<file path="src/rtl/shift_exec_unit.sv">
module shift_exec_unit #(
  parameter int DATA_W  = 16,
  parameter int INSTR_W = 32,
  parameter int IDX_W   = 4
) (
  input  logic               clk,
  input  logic               rst_n,
  input  logic               instr_valid,
  input  logic [INSTR_W-1:0] instr,
  input  logic [DATA_W-1:0]  rx_val,
  input  logic [DATA_W-1:0]  ry_val,
  output logic [IDX_W-1:0]   rx_idx,
  output logic [IDX_W-1:0]   ry_idx,
  output logic               wr_en,
  output logic [IDX_W-1:0]   wr_idx,
  output logic [DATA_W-1:0]  wr_data,
  output logic               flag_z,
  output logic               flag_n
);
  localparam int AMT_W = $clog2(DATA_W);
  localparam logic [7:0] OP_SHL_I = 8'hB0;
  localparam logic [7:0] OP_SHR_I = 8'hB1;
  localparam logic [7:0] OP_SAR_I = 8'hB2;
  localparam logic [7:0] OP_SHL_R = 8'hB3;
  localparam logic [7:0] OP_SAR_R = 8'hB5;

  logic [7:0] opcode, byte1, byte2;
  assign opcode = instr[INSTR_W-1 -: 8];
  assign byte1  = instr[INSTR_W-9 -: 8];
  assign byte2  = instr[INSTR_W-17 -: 8];

  assign rx_idx = byte1[IDX_W-1:0];
  assign ry_idx = byte1[7 -: IDX_W];

  logic is_imm, is_reg, legal;
  assign is_imm = (opcode >= OP_SHL_I) && (opcode <= OP_SAR_I);
  assign is_reg = (opcode >= OP_SHL_R) && (opcode <= OP_SAR_R);
  assign legal  = is_imm || is_reg;

  logic [7:0]       kind_full;
  logic [1:0]       kind;
  logic [AMT_W-1:0] amt;
  assign kind_full = is_imm ? (opcode - OP_SHL_I) : (opcode - OP_SHL_R);
  assign kind      = kind_full[1:0];
  assign amt       = is_imm ? byte2[AMT_W-1:0] : ry_val[AMT_W-1:0];

  logic [DATA_W-1:0] result;
  always_comb begin
    case (kind)
      2'd0:    result = rx_val << amt;
      2'd1:    result = rx_val >> amt;
      2'd2:    result = DATA_W'($signed(rx_val) >>> amt);
      default: result = rx_val;
    endcase
  end

  logic fire;
  assign fire = instr_valid && legal;

  always_ff @(posedge clk or negedge rst_n) begin
    if (!rst_n) begin
      wr_en   <= 1'b0;
      wr_idx  <= '0;
      wr_data <= '0;
      flag_z  <= 1'b0;
      flag_n  <= 1'b0;
    end else begin
      wr_en <= fire;
      if (fire) begin
        wr_idx  <= rx_idx;
        wr_data <= result;
        flag_z  <= (result == '0);
        flag_n  <= result[DATA_W-1];
      end
    end
  end

  a_r11_wr_follows_valid: assert property (@(posedge clk) disable iff (!rst_n)
    wr_en |-> $past(instr_valid));
  a_r10_flags_move_only_on_write: assert property (@(posedge clk) disable iff (!rst_n)
    (!$stable(flag_z) || !$stable(flag_n)) |-> wr_en);
  a_r7_zero_matches_result: assert property (@(posedge clk) disable iff (!rst_n)
    wr_en |-> (flag_z == (wr_data == '0)));
  a_r8_neg_matches_msb: assert property (@(posedge clk) disable iff (!rst_n)
    wr_en |-> (flag_n == wr_data[DATA_W-1]));
  a_r5_sign_fill: assert property (@(posedge clk) disable iff (!rst_n)
    (wr_en && $past(instr_valid && opcode == OP_SAR_I && rx_val[DATA_W-1])) |-> wr_data[DATA_W-1]);
  a_r4_zero_fill: assert property (@(posedge clk) disable iff (!rst_n)
    (wr_en && $past(instr_valid && opcode == OP_SHR_I && byte2[AMT_W-1:0] != '0)) |-> !wr_data[DATA_W-1]);
endmodule

</file>
<file path="config.mk">
export PLATFORM = sky130hd
export DESIGN_NAME = shift_exec_unit
export DESIGN_NICKNAME = d
export VERILOG_FILES = /design/src/rtl/shift_exec_unit.sv
export SDC_FILE = /design/constraint.sdc
export NUM_CORES = 1
export LEC_CHECK = 0
export BUFFER_PORTS_ARGS = -buffer_cell sky130_fd_sc_hd__buf_2
export CORE_MARGIN = 5
export CORE_UTILIZATION = 50
export DETAILED_ROUTE_END_ITERATION = 8
export PLACE_DENSITY_LB_ADDON = 0.12
export SETUP_SLACK_MARGIN = 0.3
export SLEW_MARGIN = 10
export SYNTH_ARGS = -nofsm -noshare
export SYNTH_HDL_FRONTEND = slang
export SYNTH_SLANG_ARGS = --single-unit
</file>
<file path="constraint.sdc">
create_clock -name clk -period 1.95 [get_ports clk]
set_input_delay 0 -clock clk [delete_from_list [all_inputs] [get_ports clk]]
set_output_delay 0 -clock clk [all_outputs]
set_load 0.05 [all_outputs]
</file>
==> results.json, run 1 <==
{
  "async_flop_share_pct": 100,
  "cts.path.max_buffers": 2,
  "tool.error": "[ERROR GRT-0116] Global routing finished with congestion. Check the congestion regions in the DRC Viewer.",
  "synthDominantAreaCellType": "dfrtp_1",
  "cts_root_buffer": "clkbuf_8",
  "io_pins": 98,
  "gpl.final_weighted_congestion": 1.09,
  "netlist-cell-type-count": 71,
  "share_of_the_synthesized_netlist_area_taken_by_xor_and_xnor_gates_pct": 0,
  "numClockSinks": 22,
  "ys.flop_type": "dfrtp_1",
  "synth.yosys.seq_area_share_pct": 17.7,
  "synth.ff_latch_count": 22,
  "syn_avg_cell_area_um2": 7.28,
  "synth-simple-area-share_pct": 25.5,
  "placed_cells": 721,
  "start_util_pct": 52.0,
  "largest_net_degree_at_the_start_of_global_routing": 23,
  "run_status": "stopped before the end",
  "total_gr_overflow": 1,
  "grt_first_pass_wirelength_um": 41000,
  "outcome.stop_stage": "5_1_grt",
  "dieWidth_um": 88.9,
  "dieHeight_um": 88.9,
  "synth_mux_area_share_pct": 8.92,
  "synth-edff-count": 0,
  "synthesis.yosys.warnings": 0,
  "combined_global_route_utilization_of_all_metal_layers_pct": 70.6,
  "synthDominantCellAreaShare_pct": 17.7,
  "synth.top_cells.by_area": "dfrtp_1, o21ai_0, a21oi_1",
  "synth_top_family_by_area": "compound AO/OA/AOI/OAI gates",
  "synth-compound-area-share_pct": 38.7,
  "mappedNetlistNets": 499,
  "place.detailed.hpwl_um": 12400,
  "first_global_vias": 6915,
  "rows": 28,
  "synthAdderAreaFrac_pct": 1.61,
  "maximum_level_of_the_cts_h_tree": 1,
  "syn-instance-count": 428,
  "port_buffers": 65,
  "cts_buffer_count": 3,
  "synth_area_um2": 3110
}
[metal layers]
metal	track usage (%)	overflow
met2	87.9	1
met1	67.9	0
met4	64.4	0
met5	32.5	0
met3	60.7	0
[cell usage after synthesis, drive strengths merged (5+ instances only)]
cell / n
a22oi: 8
inv: 11
a31oi: 9
nor3: 13
o32ai: 6
a21boi: 6
dfrtp: 22
nand2: 49
nor2: 41
clkbuf: 15
a211oi: 8
a2111oi: 7
and3: 10
a32oi: 7
mux2: 13
a21oi: 35
nand3: 21
buf: 19
o21ai: 45
mux2i: 7
or3: 5
[logic make-up after synthesis]
kind of cell,after synthesis
multiplexers,22
AND/OR/NAND/NOR,161
buffers and inverters,45
flip-flops,22
AO/OA/AOI/OAI,174
adder cells (fa/ha/maj),4
[through the flow]
| step | worst slack (ns) | hold WS, ns | utilization, % | cell area, um2 |
|---|---|---|---|---|
| after floorplan | -1.26 | -0.296 | - | 3230 |
| after global placement | -1.56 | -0.0317 | 80.7 | 4830 |
| after detailed placement | -1.68 | -0.0129 | 80.7 | 4830 |
| after CTS | -1.18 | 0.000589 | 95.6 | 5730 |
[repair_timing]
item,in CTS
hold buffers,4
endpoints found under the hold margin,25
setup endpoints to repair,22
cloned,0
resized for setup,127
pin swaps,38
buffers inserted,34
==> run 2: changes to the inputs <==
- CORE_UTILIZATION: 50 -> 35
- PLACE_DENSITY_LB_ADDON: 0.12 -> 0.15
- SETUP_SLACK_MARGIN: 0.3 -> default
==> run 2 against run 1 <==
Against the previous run:
- synthesized cell count did not move
- area after synthesis did not move
- the flow now finishes, with violations (hold timing, setup timing)
==> results.json, run 2 <==
{
  "placed_cells": 763,
  "violated_checks": "hold timing, setup timing",
  "layout-drive-gt1-share_pct": 67.1,
  "cts_buffer_count": 3,
  "total_gr_overflow": 0,
  "p_clk_share_pct": 11.2,
  "post_cts_clock_slew_at_the_launch_and_capture_registers_of_the_worst_setup_and_hold_paths_ns": 0.07,
  "synth.top_cells.by_count": "nand2_1, nor2_1, o21ai_0",
  "antenna_found_initial": 0,
  "synthDominantCellAreaShare_pct": 17.7,
  "mappedNetlistNets": 499,
  "maxSlewViolCount": 0,
  "first_global_vias": 5003,
  "combPwrFrac_pct": 70.9,
  "antenna_violating_nets_post_route": 0,
  "cell_internal_pwr_mw": 1.94,
  "final_critical_path_setup_slack_ns": -1.34,
  "placed_cell_area_um2": 4940,
  "dpl_worst_slack_ns": -1.93,
  "vias_per_cell": 6.23,
  "crit_required_ns": 2.12,
  "grt_setup_unrepaired": "yes",
  "max_slew.worst_pin.slew_ns": 0.512,
  "place.detailed.hpwl_um": 13400,
  "min_period_ns": 3.29,
  "async_flop_share_pct": 100,
  "drcViolationCount": 0,
  "post_layout_nonfiller_instances": 829,
  "avgRoutedWirePerCell_um": 23.4,
  "ys.flop_type": "dfrtp_1",
  "port_buffers": 65,
  "switching_part_of_the_total_power_pct": 47.7,
  "mostFrequentLayoutCells": "buf_4, buf_2, buf_6",
  "synthesis.yosys.warnings": 0,
  "synth.yosys.seq_area_share_pct": 17.7,
  "grt_first_pass_wirelength_um": 27500,
  "totalNegativeSetupSlack_ns": -14.39,
  "synth.top_cells.by_area": "dfrtp_1, o21ai_0, a21oi_1",
  "gpl.final_weighted_congestion": 1.06,
  "leakagePower_nw": 2.92,
  "rows": 34,
  "synth_area_um2": 3110,
  "synth-edff-count": 0,
  "cp-end-kind": "register",
  "syn_avg_cell_area_um2": 7.28,
  "area_growth_pct": 113,
  "report.power.total_mw": 3.71,
  "worst_ir_drop_vdd_mv": 0.930,
  "final.hold.worst_slack_ns": -0.00435,
  "antenna_cells": 0,
  "final.setup_skew_ns": 0,
  "numClockSinks": 22,
  "vias": 5163,
  "synth.ff_latch_count": 22,
  "cts_root_buffer": "clkbuf_8",
  "path_class": "primary input to register",
  "firstDrtPassIters": 5,
  "worstPathMaxFanout": 6,
  "startpoint_type": "primary input",
  "nFillCells": 645,
  "fin_crit_sh_pct": 169,
  "postLayoutCellArea_um2": 6640,
  "clkLatencyLatePin_ns": 0.26,
  "synthMostInstantiatedCell": "nand2_1",
  "maximum_level_of_the_cts_h_tree": 1,
  "cts.path.max_buffers": 2,
  "io_pins": 98,
  "finalSetupViolCount": 21,
  "netlist-cell-type-count": 71,
  "combined_global_route_utilization_of_all_metal_layers_pct": 31.2,
  "slew-limit-headroom_pct": 65.4,
  "die_outline_area_um2": 10900,
  "dieHeight_um": 104,
  "dieWidth_um": 104,
  "run_status": "finished, violations left",
  "share_seq_of_total_power_pct": 17.9,
  "final_net_count": 793,
  "timing.fmax_ghz": 0.304,
  "syn-instance-count": 428,
  "layout_commonest_cell": "buf_4",
  "core_um2": 8680,
  "largest_net_degree_at_the_start_of_global_routing": 23,
  "finalHoldViolCount": 1,
  "cellPowerDensity_nw_per_um2": 559,
  "hold_class": "primary input to register",
  "arrival_ns": 3.46,
  "biggestRegsByFlops": "wr_data: 16 flops, wr_idx: 4 flops",
  "regMostFlops": "wr_data",
  "largest_reg_flops": 16,
  "routed_wirelength_um": 19400,
  "synthDominantAreaCellType": "dfrtp_1",
  "cap_violations": 0,
  "tritoncts_clock_tree": "done",
  "dr.first_iter.drc_count": 513,
  "start_util_pct": 35.9,
  "p_switching_mw": 1.77
}
[run 2: cell counts after synthesis]
Identical to the previous run, type by type.
[run 2: cell type report]
| class | instances | area (um2) | share of cell area [%] |
|---|---|---|---|
| Multi-Input combinational cell | 363 | 3310 | 49.9 |
| Sequential cell | 22 | 551 | 8.29 |
| Clock inverter | 1 | 30.0 | 0.452 |
| Clock buffer | 3 | 41.3 | 0.622 |
| Tap cell | 108 | 135 | 2.04 |
| Timing Repair inverter | 1 | 6.26 | 0.0943 |
| Inverter | 11 | 53.8 | 0.811 |
| Timing Repair Buffer | 320 | 2510 | 37.8 |
[run 2: worst paths after layout]
check | slack (ns) | from | cells after the start | endpoint
max | -1.34 | instr[31] | 13 | flag_z$_DFFE_PN0P_
min | -0.004 | instr[18] | 2 | wr_idx[2]$_DFFE_PN0P_
max reg2reg | 1.18 | wr_idx[3]$_DFFE_PN0P_ | 1 | wr_idx[3]$_DFFE_PN0P_
min reg2reg | 0.49 | wr_data[1]$_DFFE_PN0P_ | 2 | wr_data[1]$_DFFE_PN0P_
max in group asynchronous | 1.40 | rst_n | 2 | wr_data[14]$_DFFE_PN0P_
min in group asynchronous | 0.22 | rst_n | 2 | wr_idx[0]$_DFFE_PN0P_
[run 2: critical path, stage by stage]
cell and delay (ns):
buf_2 0.12, or3b_4 0.44, or3_4 0.46, o21ai_4 0.23, nand2_4 0.15, buf_4 0.18
mux4_2 0.33, nand2_1 0.10, o21ai_2 0.06, o221a_1 0.28, or4_1 0.48, or4_4 0.43
o32ai_2 0.21
[run 2: per-stage QoR]
stage	utilization [%]	hold WS, ns
floorplan	-	-0.296
global placement	56.9	-0.0259
detailed placement	56.9	-0.0125
CTS	68.0	0.000341
global route	76.5	0.000135
finish	76.5	-0.00435
[run 2: cells by family after synthesis]
family                   Yosys count  synth area share (%)
AO/OA/AOI/OAI                    174                  38.7
AND/OR/NAND/NOR                  161                  25.5
buffers and inverters             45                  7.55
multiplexers                      22                  8.92
flip-flops                        22                  17.7
adder cells (fa/ha/maj)            4                  1.61
[run 2: per-layer routing]
metal,up-vias,global-route usage [%],wire (um)
met5,-,0,0
met4,0,14.1,1130
met3,95,3.23,1580
met2,349,49.8,8850
met1,2469,42.3,7790
li1,2250,-,-
[run 2: what timing repair did]
action	CTS	global route
cloned	2	2
endpoints found under the hold margin	25	0
endpoints found under the setup margin	22	21
buffers inserted	36	32
hold buffers	4	0
gates resized for setup	139	123
pin swaps	35	66
[run 2: power by group through the flow]
stage / registers (mW) / logic [mW] / clock network, mW
2_1_floorplan: 1.16 / 0.717 / 0
3_3_place_gp: 0.662 / 2.04 / 0
3_5_place_dp: 0.669 / 2.04 / 0
4_1_cts: 0.662 / 2.34 / 0.432
5_1_grt: 0.687 / 2.75 / 0.453
6_report: 0.664 / 2.63 / 0.417
Power figures use the tool's default switching activity.
==> run 3: changes to the inputs <==
- CORE_UTILIZATION: 35 -> 57
==> run 3 against run 2 <==
Against the previous run:
- the run now fails in 4_1_cts
- synthesized cell count did not move
- area after synthesis did not move
==> results.json, run 3 <==
{
  "run_status": "stopped before the end",
  "outcome.stop_stage": "4_1_cts",
  "tool.error": "[ERROR DPL-0038] Utilization greater than 100%, impossible to legalize",
  "dieHeight_um": 83.9,
  "synth.top_cells.by_area": "dfrtp_1, o21ai_0, a21oi_1",
  "cts_buffer_count": 3,
  "io_pins": 98,
  "ys.flop_type": "dfrtp_1",
  "synthDominantAreaCellType": "dfrtp_1",
  "cts_root_buffer": "clkbuf_8",
  "syn-instance-count": 428,
  "synthesis.yosys.warnings": 0,
  "place.detailed.hpwl_um": 12700,
  "synth.ff_latch_count": 22,
  "synth_area_um2": 3110,
  "cts.path.max_buffers": 2,
  "start_util_pct": 57.6,
  "synth-edff-count": 0,
  "synth.yosys.seq_area_share_pct": 17.7,
  "synth.top_cells.by_count": "nand2_1, nor2_1, o21ai_0",
  "async_flop_share_pct": 100,
  "synthDominantCellAreaShare_pct": 17.7,
  "numClockSinks": 22,
  "netlist-cell-type-count": 71,
  "gpl.final_weighted_congestion": 1.24,
  "rows": 27,
  "dieWidth_um": 83.9,
  "mappedNetlistNets": 499,
  "placed_cell_area_um2": 4790,
  "synthMostInstantiatedCell": "nand2_1",
  "syn_avg_cell_area_um2": 7.28,
  "cts.repair_timing.setup_buffer_count": 18,
  "cts.hold.buffers_added": 5,
  "maximum_level_of_the_cts_h_tree": 1,
  "post_cts_resized": 119,
  "port_buffers": 65
}
## run 3: stage by stage
| stage | setup WS, ns | cells |
|---|---|---|
| 3_5_place_dp | -1.71 | 713 |
| 3_3_place_gp | -1.53 | 713 |
| 2_1_floorplan | -1.26 | 428 |
## run 3: cells by family after synthesis
| logic type | after synthesis | share of synthesized area (%) |
|---|---|---|
| AO/OA/AOI/OAI | 174 | 38.7 |
| AND/OR/NAND/NOR | 161 | 25.5 |
| buffers and inverters | 45 | 7.55 |
| multiplexers | 22 | 8.92 |
| flip-flops | 22 | 17.7 |
| adder cells (fa/ha/maj) | 4 | 1.61 |
